<file path="config.mk">
export PLATFORM = sky130hd
export DESIGN_NAME = bus_glue_top
export DESIGN_NICKNAME = d
export VERILOG_FILES = /design/src/rtl/bus_glue_pkg.sv /design/src/rtl/region_decoder.sv /design/src/rtl/port_ctrl.sv /design/src/rtl/led_latch.sv /design/src/rtl/switch_drive.sv /design/src/rtl/bus_glue_top.sv
export SDC_FILE = /design/constraint.sdc
export NUM_CORES = 1
export LEC_CHECK = 0
export ABC_AREA = 1
export BUFFER_PORTS_ARGS = -buffer_cell sky130_fd_sc_hd__buf_4
export CORE_ASPECT_RATIO = 1.1
export CORE_MARGIN = 2
export CORE_UTILIZATION = 44
export DETAILED_ROUTE_END_ITERATION = 12
export PLACE_DENSITY_LB_ADDON = 0.25
export SYNTH_ARGS = -nofsm -noshare
export SYNTH_HDL_FRONTEND = slang
export SYNTH_HIERARCHICAL = 1
export SYNTH_SLANG_ARGS = --single-unit
</file>
<file path="constraint.sdc">
create_clock -name clk -period 2.64 [get_ports clk]
set_input_delay 0.528 -clock clk [delete_from_list [all_inputs] [get_ports clk]]
set_output_delay 0.528 -clock clk [all_outputs]
set_load 0.01 [all_outputs]
</file>
<file path="src/rtl/bus_glue_pkg.sv">
package bus_glue_pkg;

    typedef enum logic {
        BUS_WRITE = 1'b0,
        BUS_READ  = 1'b1
    } bus_dir_e;

    typedef struct packed {
        logic out_stb;
        logic in_stb;
        logic drive;
    } port_ctl_t;

    // A strobe fires when its region is selected, phase 2 is high and
    // the direction condition (if any) is satisfied.
    function automatic logic qualify(input logic sel, input logic phi2, input logic dir_ok);
        return sel & phi2 & dir_ok;
    endfunction

endpackage

</file>
<file path="src/rtl/region_decoder.sv">
module region_decoder #(
    parameter int REGION_BITS = 3,
    localparam int NUM_REGIONS = 1 << REGION_BITS
) (
    input  logic [REGION_BITS-1:0] region,
    output logic [NUM_REGIONS-1:0] sel_n
);
    for (genvar i = 0; i < NUM_REGIONS; i++) begin : g_sel
        localparam logic [REGION_BITS-1:0] IDX = i;
        assign sel_n[i] = (region != IDX);
    end
endmodule

</file>
<file path="src/rtl/port_ctrl.sv">
module port_ctrl
    import bus_glue_pkg::*;
#(
    parameter bit SHARED_PORT = 1'b0
) (
    input  logic      sel_out,
    input  logic      sel_in,
    input  logic      phi2,
    input  logic      rw,
    output port_ctl_t ctl
);
    logic wr_ok;
    logic rd_ok;

    if (SHARED_PORT) begin : g_shared
        assign wr_ok = (rw == BUS_WRITE);
        assign rd_ok = (rw == BUS_READ);
    end else begin : g_split
        assign wr_ok = 1'b1;
        assign rd_ok = 1'b1;
    end

    always_comb begin
        ctl.out_stb = qualify(sel_out, phi2, wr_ok);
        ctl.in_stb  = qualify(sel_in, phi2, rd_ok);
        ctl.drive   = qualify(sel_in, phi2, rw == BUS_READ);
    end
endmodule

</file>
<file path="src/rtl/led_latch.sv">
module led_latch #(
    parameter int DATA_W = 8
) (
    input  logic              clk,
    input  logic              rst,
    input  logic              stb,
    input  logic [DATA_W-1:0] data_in,
    output logic [DATA_W-1:0] q
);
    logic [DATA_W-1:0] shadow;
    logic              stb_q;

    always_ff @(posedge clk) begin
        if (rst) begin
            shadow <= '0;
            stb_q  <= 1'b0;
            q      <= '0;
        end else begin
            stb_q <= stb;
            if (stb)
                shadow <= data_in;
            if (stb_q && !stb)
                q <= shadow;
        end
    end
endmodule

</file>
<file path="src/rtl/switch_drive.sv">
module switch_drive #(
    parameter int DATA_W = 8
) (
    input  logic              drive,
    input  logic [DATA_W-1:0] sw_in,
    output logic [DATA_W-1:0] data_out,
    output logic              data_oe
);
    assign data_oe  = drive;
    assign data_out = drive ? sw_in : '0;
endmodule

</file>
<file path="src/rtl/bus_glue_top.sv">
module bus_glue_top
    import bus_glue_pkg::*;
#(
    parameter int REGION_BITS = 3,
    parameter int DATA_W      = 8,
    parameter int ROM_REGION  = 7,
    parameter int OUT_REGION  = 6,
    parameter int IN_REGION   = 5,
    parameter bit SHARED_PORT = 1'b0,
    localparam int NUM_REGIONS = 1 << REGION_BITS,
    localparam int IN_SLOT     = SHARED_PORT ? OUT_REGION : IN_REGION
) (
    input  logic                   clk,
    input  logic                   rst,
    input  logic [REGION_BITS-1:0] addr_hi,
    input  logic                   phi2,
    input  logic                   rw,
    input  logic [DATA_W-1:0]      data_in,
    output logic [DATA_W-1:0]      data_out,
    output logic                   data_oe,
    input  logic [DATA_W-1:0]      sw_in,
    output logic [DATA_W-1:0]      led_out,
    output logic [NUM_REGIONS-1:0] region_sel_n,
    output logic                   rom_cs_n,
    output logic                   out_strobe,
    output logic                   in_strobe
);
    port_ctl_t ctl;

    region_decoder #(.REGION_BITS(REGION_BITS)) u_dec (
        .region (addr_hi),
        .sel_n  (region_sel_n)
    );

    assign rom_cs_n = region_sel_n[ROM_REGION];

    port_ctrl #(.SHARED_PORT(SHARED_PORT)) u_ctrl (
        .sel_out (!region_sel_n[OUT_REGION]),
        .sel_in  (!region_sel_n[IN_SLOT]),
        .phi2    (phi2),
        .rw      (rw),
        .ctl     (ctl)
    );

    assign out_strobe = ctl.out_stb;
    assign in_strobe  = ctl.in_stb;

    led_latch #(.DATA_W(DATA_W)) u_led (
        .clk     (clk),
        .rst     (rst),
        .stb     (ctl.out_stb),
        .data_in (data_in),
        .q       (led_out)
    );

    switch_drive #(.DATA_W(DATA_W)) u_sw (
        .drive    (ctl.drive),
        .sw_in    (sw_in),
        .data_out (data_out),
        .data_oe  (data_oe)
    );
endmodule

</file>
# Word-level counts from Yosys, hierarchy flattened
# Cells that the tools add are included.
word_totals:
  reg_bits: 17
  out_inout_bits: 28
  elab_cells: 19
classes:
  eq_ne: 7
  mux: 1
  n_bitwise: 3
  reduce_logical: 5
op_table:
  columns: ["cell", "n"]
  rows:
  - ["!= test 3 bit (second input constant)", 4]
  - ["2-to-1 mux 8 bit", 1]
  - ["!= test 3 x 2 -> 1 bit (second input constant)", 2]
  - ["AND 1 bit", 3]
  - ["zero test 1 bit", 3]
  - ["!= test 3 x 1 -> 1 bit (second input constant)", 1]
  - ["nonzero test 3 bit", 1]
  - ["logical AND 1 bit", 1]

# Depth between registers and ports, before layout
logic_depth:
  ltp_word: 5
  ltp_mapped: 11

# By module
# The synthesis kept the hierarchy.
modules_own_cells:
  columns: ["mod", "n_inst", "cells_each", "area_per_inst_um2", "seq_area_each_um2"]
  rows:
  - ["led_latch", 1, 86, 635.6, 340.3]
  - ["switch_drive", 1, 18, 72.6, 0.0]
  - ["region_decoder", 1, 12, 52.6, 0.0]
  - ["port_ctrl", 1, 6, 25.0, 0.0]
  - ["bus_glue_top", 1, 3, 15.0, 0.0]

# Worst setup path before layout
# No wires, ideal clock.
synth_path:
  path_type: "input port to output port"
  start: "input addr_hi[1]"
  end: "output data_out[0]"
  arrival_time_ps: 1229
  required_ps: 2112
  slack_ps: 883
  cell_stages: 8
  path_cell_list: "inv_1 > nand3_1 > inv_1 > nand2_1 > nor2_2 > buf_2 > nand2_1 > inv_1"
synth_lines:
  columns: ["element", "line", "text"]
  rows:
  - ["start, declared", "bus_glue_top.sv:15", "input logic [REGION_BITS-1:0] addr_hi,"]
  - ["end, declared", "bus_glue_top.sv:19", "output logic [DATA_W-1:0] data_out,"]

# Worst setup path after layout
layout_path:
  start: "input addr_hi[1]"
  end: "output data_out[7]"
layout_between:
  elab_chain_cells: 5
layout_rtl:
  columns: ["element", "line", "text"]
  rows:
  - ["!= test 3 bit", "region_decoder.sv:10", "assign sel_n[i] = (region != IDX);"]
  - ["zero test 1 bit", "bus_glue_top.sv:39", ".sel_in (!region_sel_n[IN_SLOT]),"]
  - ["AND 1 bit (2 in series)", "bus_glue_pkg.sv:17", "return sel & phi2 & dir_ok;"]
  - ["2-to-1 mux 8 bit", "switch_drive.sv:10", "assign data_out = drive ? sw_in : '0;"]
# Every way passes these cells.

==> key figures <==
Global routing
  • First-pass GRT wire length: 2880 um
  • Vias in the first global route: 778
  • Largest net degree at the start of global routing: 17
  • Grt ovf: 0
  • All-Layer GR Usage: 17.3%
  • Antenna violations before repair: 0

Critical path
  • Worst R2R Start: u_led/stb_q$_SDFF_PP0_
  • Crit end category: output pin
  • Worst EP arrival: 1.44 ns
  • CP Capture Point: data_out[7]
  • Crit-path most repeated cell: inv_1
  • R2r worst-path depth: 4
  • Largest stage delay, worst path: 0.25 ns
  • Critical path data required time: 2.11 ns
  • Crit path launch: addr_hi[1]
  • Crit-path cells: buf_4 > inv_1 > nand3_1 > inv_1 > nand2_1 > nor2_2 > nand2_1 > inv_1 > buf_4
  • Worst reg2reg endpoint: u_led/q[4]$_SDFFE_PP0P_
  • Slowest-stage cell, CP: nor2_2
  • Crit path kind: in -> out
  • Worst Path Max Fanout: 9
  • Worst R2R Setup Slack: 1.77 ns
  • Startpoint types: primary input

Placement
  • Placed Instances: 189
  • Detailed Place HPWL: 1370 um
  • Port Buf Inserts: 50
  • Placer Congestion: 0.722
  • Area post-placement: 0.00117 sq mm

Detailed routing
  • Drt wl/cell: 8.84 um
  • Initial DRC count: 10
  • Drt total wl: 1710 um
  • Via density: 4.61
  • Detail Route Antenna Nets: 0
  • Drc violations: 0
  • Pre-Repair DR Iteration Count: 4
  • Vias: 889

Pwr
  • PwrDens: 402 mW/mm^2
  • Lkg Pwr: 0.726 nW
  • Internal cell power: 0.000364 W
  • Sw Share: 24.2%
  • Sequential share of power: 55.5%
  • Clock power frac: 28.3%
  • Max VDD drop: 0.227 mV
  • Sw power: 0.000116 W
  • Gate power share: 16.2%

Floorplan
  • Initial Utilization: 46.0%
  • Die footprint: 0.00218 sq mm
  • DIE HEIGHT: 48.7 um
  • # IOs: 51
  • # rows: 16
  • Die X-Extent: 44.7 um
  • Core Area: 0.00174 sq mm

Cells and area
  • Nets: 199
  • Finished Cell Area: 0.00120 sq mm
  • Layout cells sized above 1: 33.7%
  • P&R area growth vs syn: 49.4%
  • Diodes inserted: 0
  • Finished Layout Cells: 193

Synthesis
  • Distinct cell type count after synthesis: 14
  • Register bit total from synthesis: 17
  • Dominant synthesized flop cell: dfxtp_1
  • Async S/R FF share, synth: 0%
  • Top post-synthesis cells by count: nor2_1 (34), nand2_1 (28), inv_1 (22), dfxtp_1 (17)
  • Number of synthesized flops with an enable pin: 0
  • Area leader, netlist: dfxtp_1
  • Top cells by area, synth: dfxtp_1 (43%), nor2_1 (16%), nand2_1 (13%)
  • YS warnings: 6
  • Count leader, synth: nor2_1
  • Post-Syn Area: 801 sq um
  • Synth top area share: 42.5%
  • Syn_nets: 148
  • Sequential fraction of the synthesis area: 42.5%
  • Synth Area per Inst: 6.41 sq um
  • Cell count after synthesis: 125

Job
  • Max_cap viols: 0

Clock tree
  • CTS Buf Count: 3
  • Root Buffer: clkbuf_4
  • Post-cts resize count: 0
  • Post-CTS Setup Repair Bufs: 0
  • Worst-skew pair later-pin latency: 0.28 ns
  • Clk sink count: 17
  • Deepest clock path buffer count: 2
  • H-tree depth: 1
  • TritonCTS clock tree: yes
  • Hold-fix buffers, CTS: 0
  • Clock Pin Slew Worst Setup and Hold Paths: 0.09 ns

Min path
  • Worst Hold Class: in -> reg
  • Hold Crit Start: rst

STA
  • Hold WS: 0.401 ns
  • Worst Skew: 0.00153 ns
  • Slew at the pin closest to its max-slew limit: 0.298 ns
  • Slew Limit Fails: 0
  • Final period util: 74.7%
  • Max Clock Freq: 0.507 GHz
  • Setup TNS: 0 ns
  • Setup repair after global routing missed its margin: false
  • Slew Limit Headroom: 80.1%
  • Final count of negative-setup-slack endpoints: 0
  • Final hold violations: 0
  • Fin crit period: 1.97 ns

Outcome
  • Status: finished, final reports clean
==> through the flow <==
stage	util, %	power [W]	setup WS (ns)
after global placement	67.2	0.000349	0.701
final	68.7	0.000481	0.668
after global routing	68.7	0.000502	0.432
after floorplan	-	0.000305	0.883
after detailed placement	67.2	0.000351	0.653
after CTS	68.7	0.000485	0.649
==> routing by layer <==
layer  up-vias  wire [um]  GRT usage [%]
li1        462          -              -
met1       375        732           21.3
met2        48        771           27.8
met3         4        171           2.99
met4         0         30           9.09
met5         -          0              0
==> worst max-delay path, delay by kind of cell <==
family | cells | cell delay, ns
buf+inv | 5 | 0.42
simple gates | 4 | 0.48
==> layout make-up <==
cell class	instances	area, sq um
sequential	17	340
fill	160	546
tap	18	22.5
inverter	24	97.6
multi-input combinational	79	327
timing repair buffer	51	383
clock buffer	4	26.3
==> registers in the layout, summed over array words and instances, names as in the netlist <==
| signal | flops |
|---|---|
| u_led/q | 8 |
| u_led/shadow | 8 |
| u_led/stb_q | 1 |
==> power by group through the flow <==
stage          clock [W]  combinational (W)  sequential, W
2_1_floorplan          0          0.0000319       0.000273
4_1_cts         0.000140          0.0000787       0.000267
6_report        0.000136          0.0000779       0.000267
3_5_place_dp           0          0.0000784       0.000273
3_3_place_gp           0          0.0000771       0.000272
5_1_grt         0.000148          0.0000867       0.000268
==> placed cells by master (no fill, tap or decap), drive strengths merged <==
cell type	synthesis	final
o21ai	8	8
nand3	6	6
inv	24	24
dfxtp	17	17
nand2	29	29
buf	5	51
nor2	36	36
clkbuf	0	4
==> cells by family (layout without fill, tap and decap cells) <==
group | Yosys count | count (layout) | share of synthesized area [%]
AND/OR/NAND/NOR | 71 | 71 | 35.8
buffers and inverters | 29 | 79 | 16.7
flip-flops | 17 | 17 | 42.5
AO/OA/AOI/OAI | 8 | 8 | 5.00
==> worst min-delay path by stage <==
stage / to / cells after the start
floorplan: u_led/shadow[5]$_SDFFE_PP0P_ / 2
global placement: u_led/shadow[6]$_SDFFE_PP0P_ / 2
detailed placement: u_led/shadow[6]$_SDFFE_PP0P_ / 2
CTS: u_led/stb_q$_SDFF_PP0_ / 2
global route: u_led/stb_q$_SDFF_PP0_ / 2
finish: u_led/stb_q$_SDFF_PP0_ / 2
No activity file was read; power rests on OpenSTA's default activity.
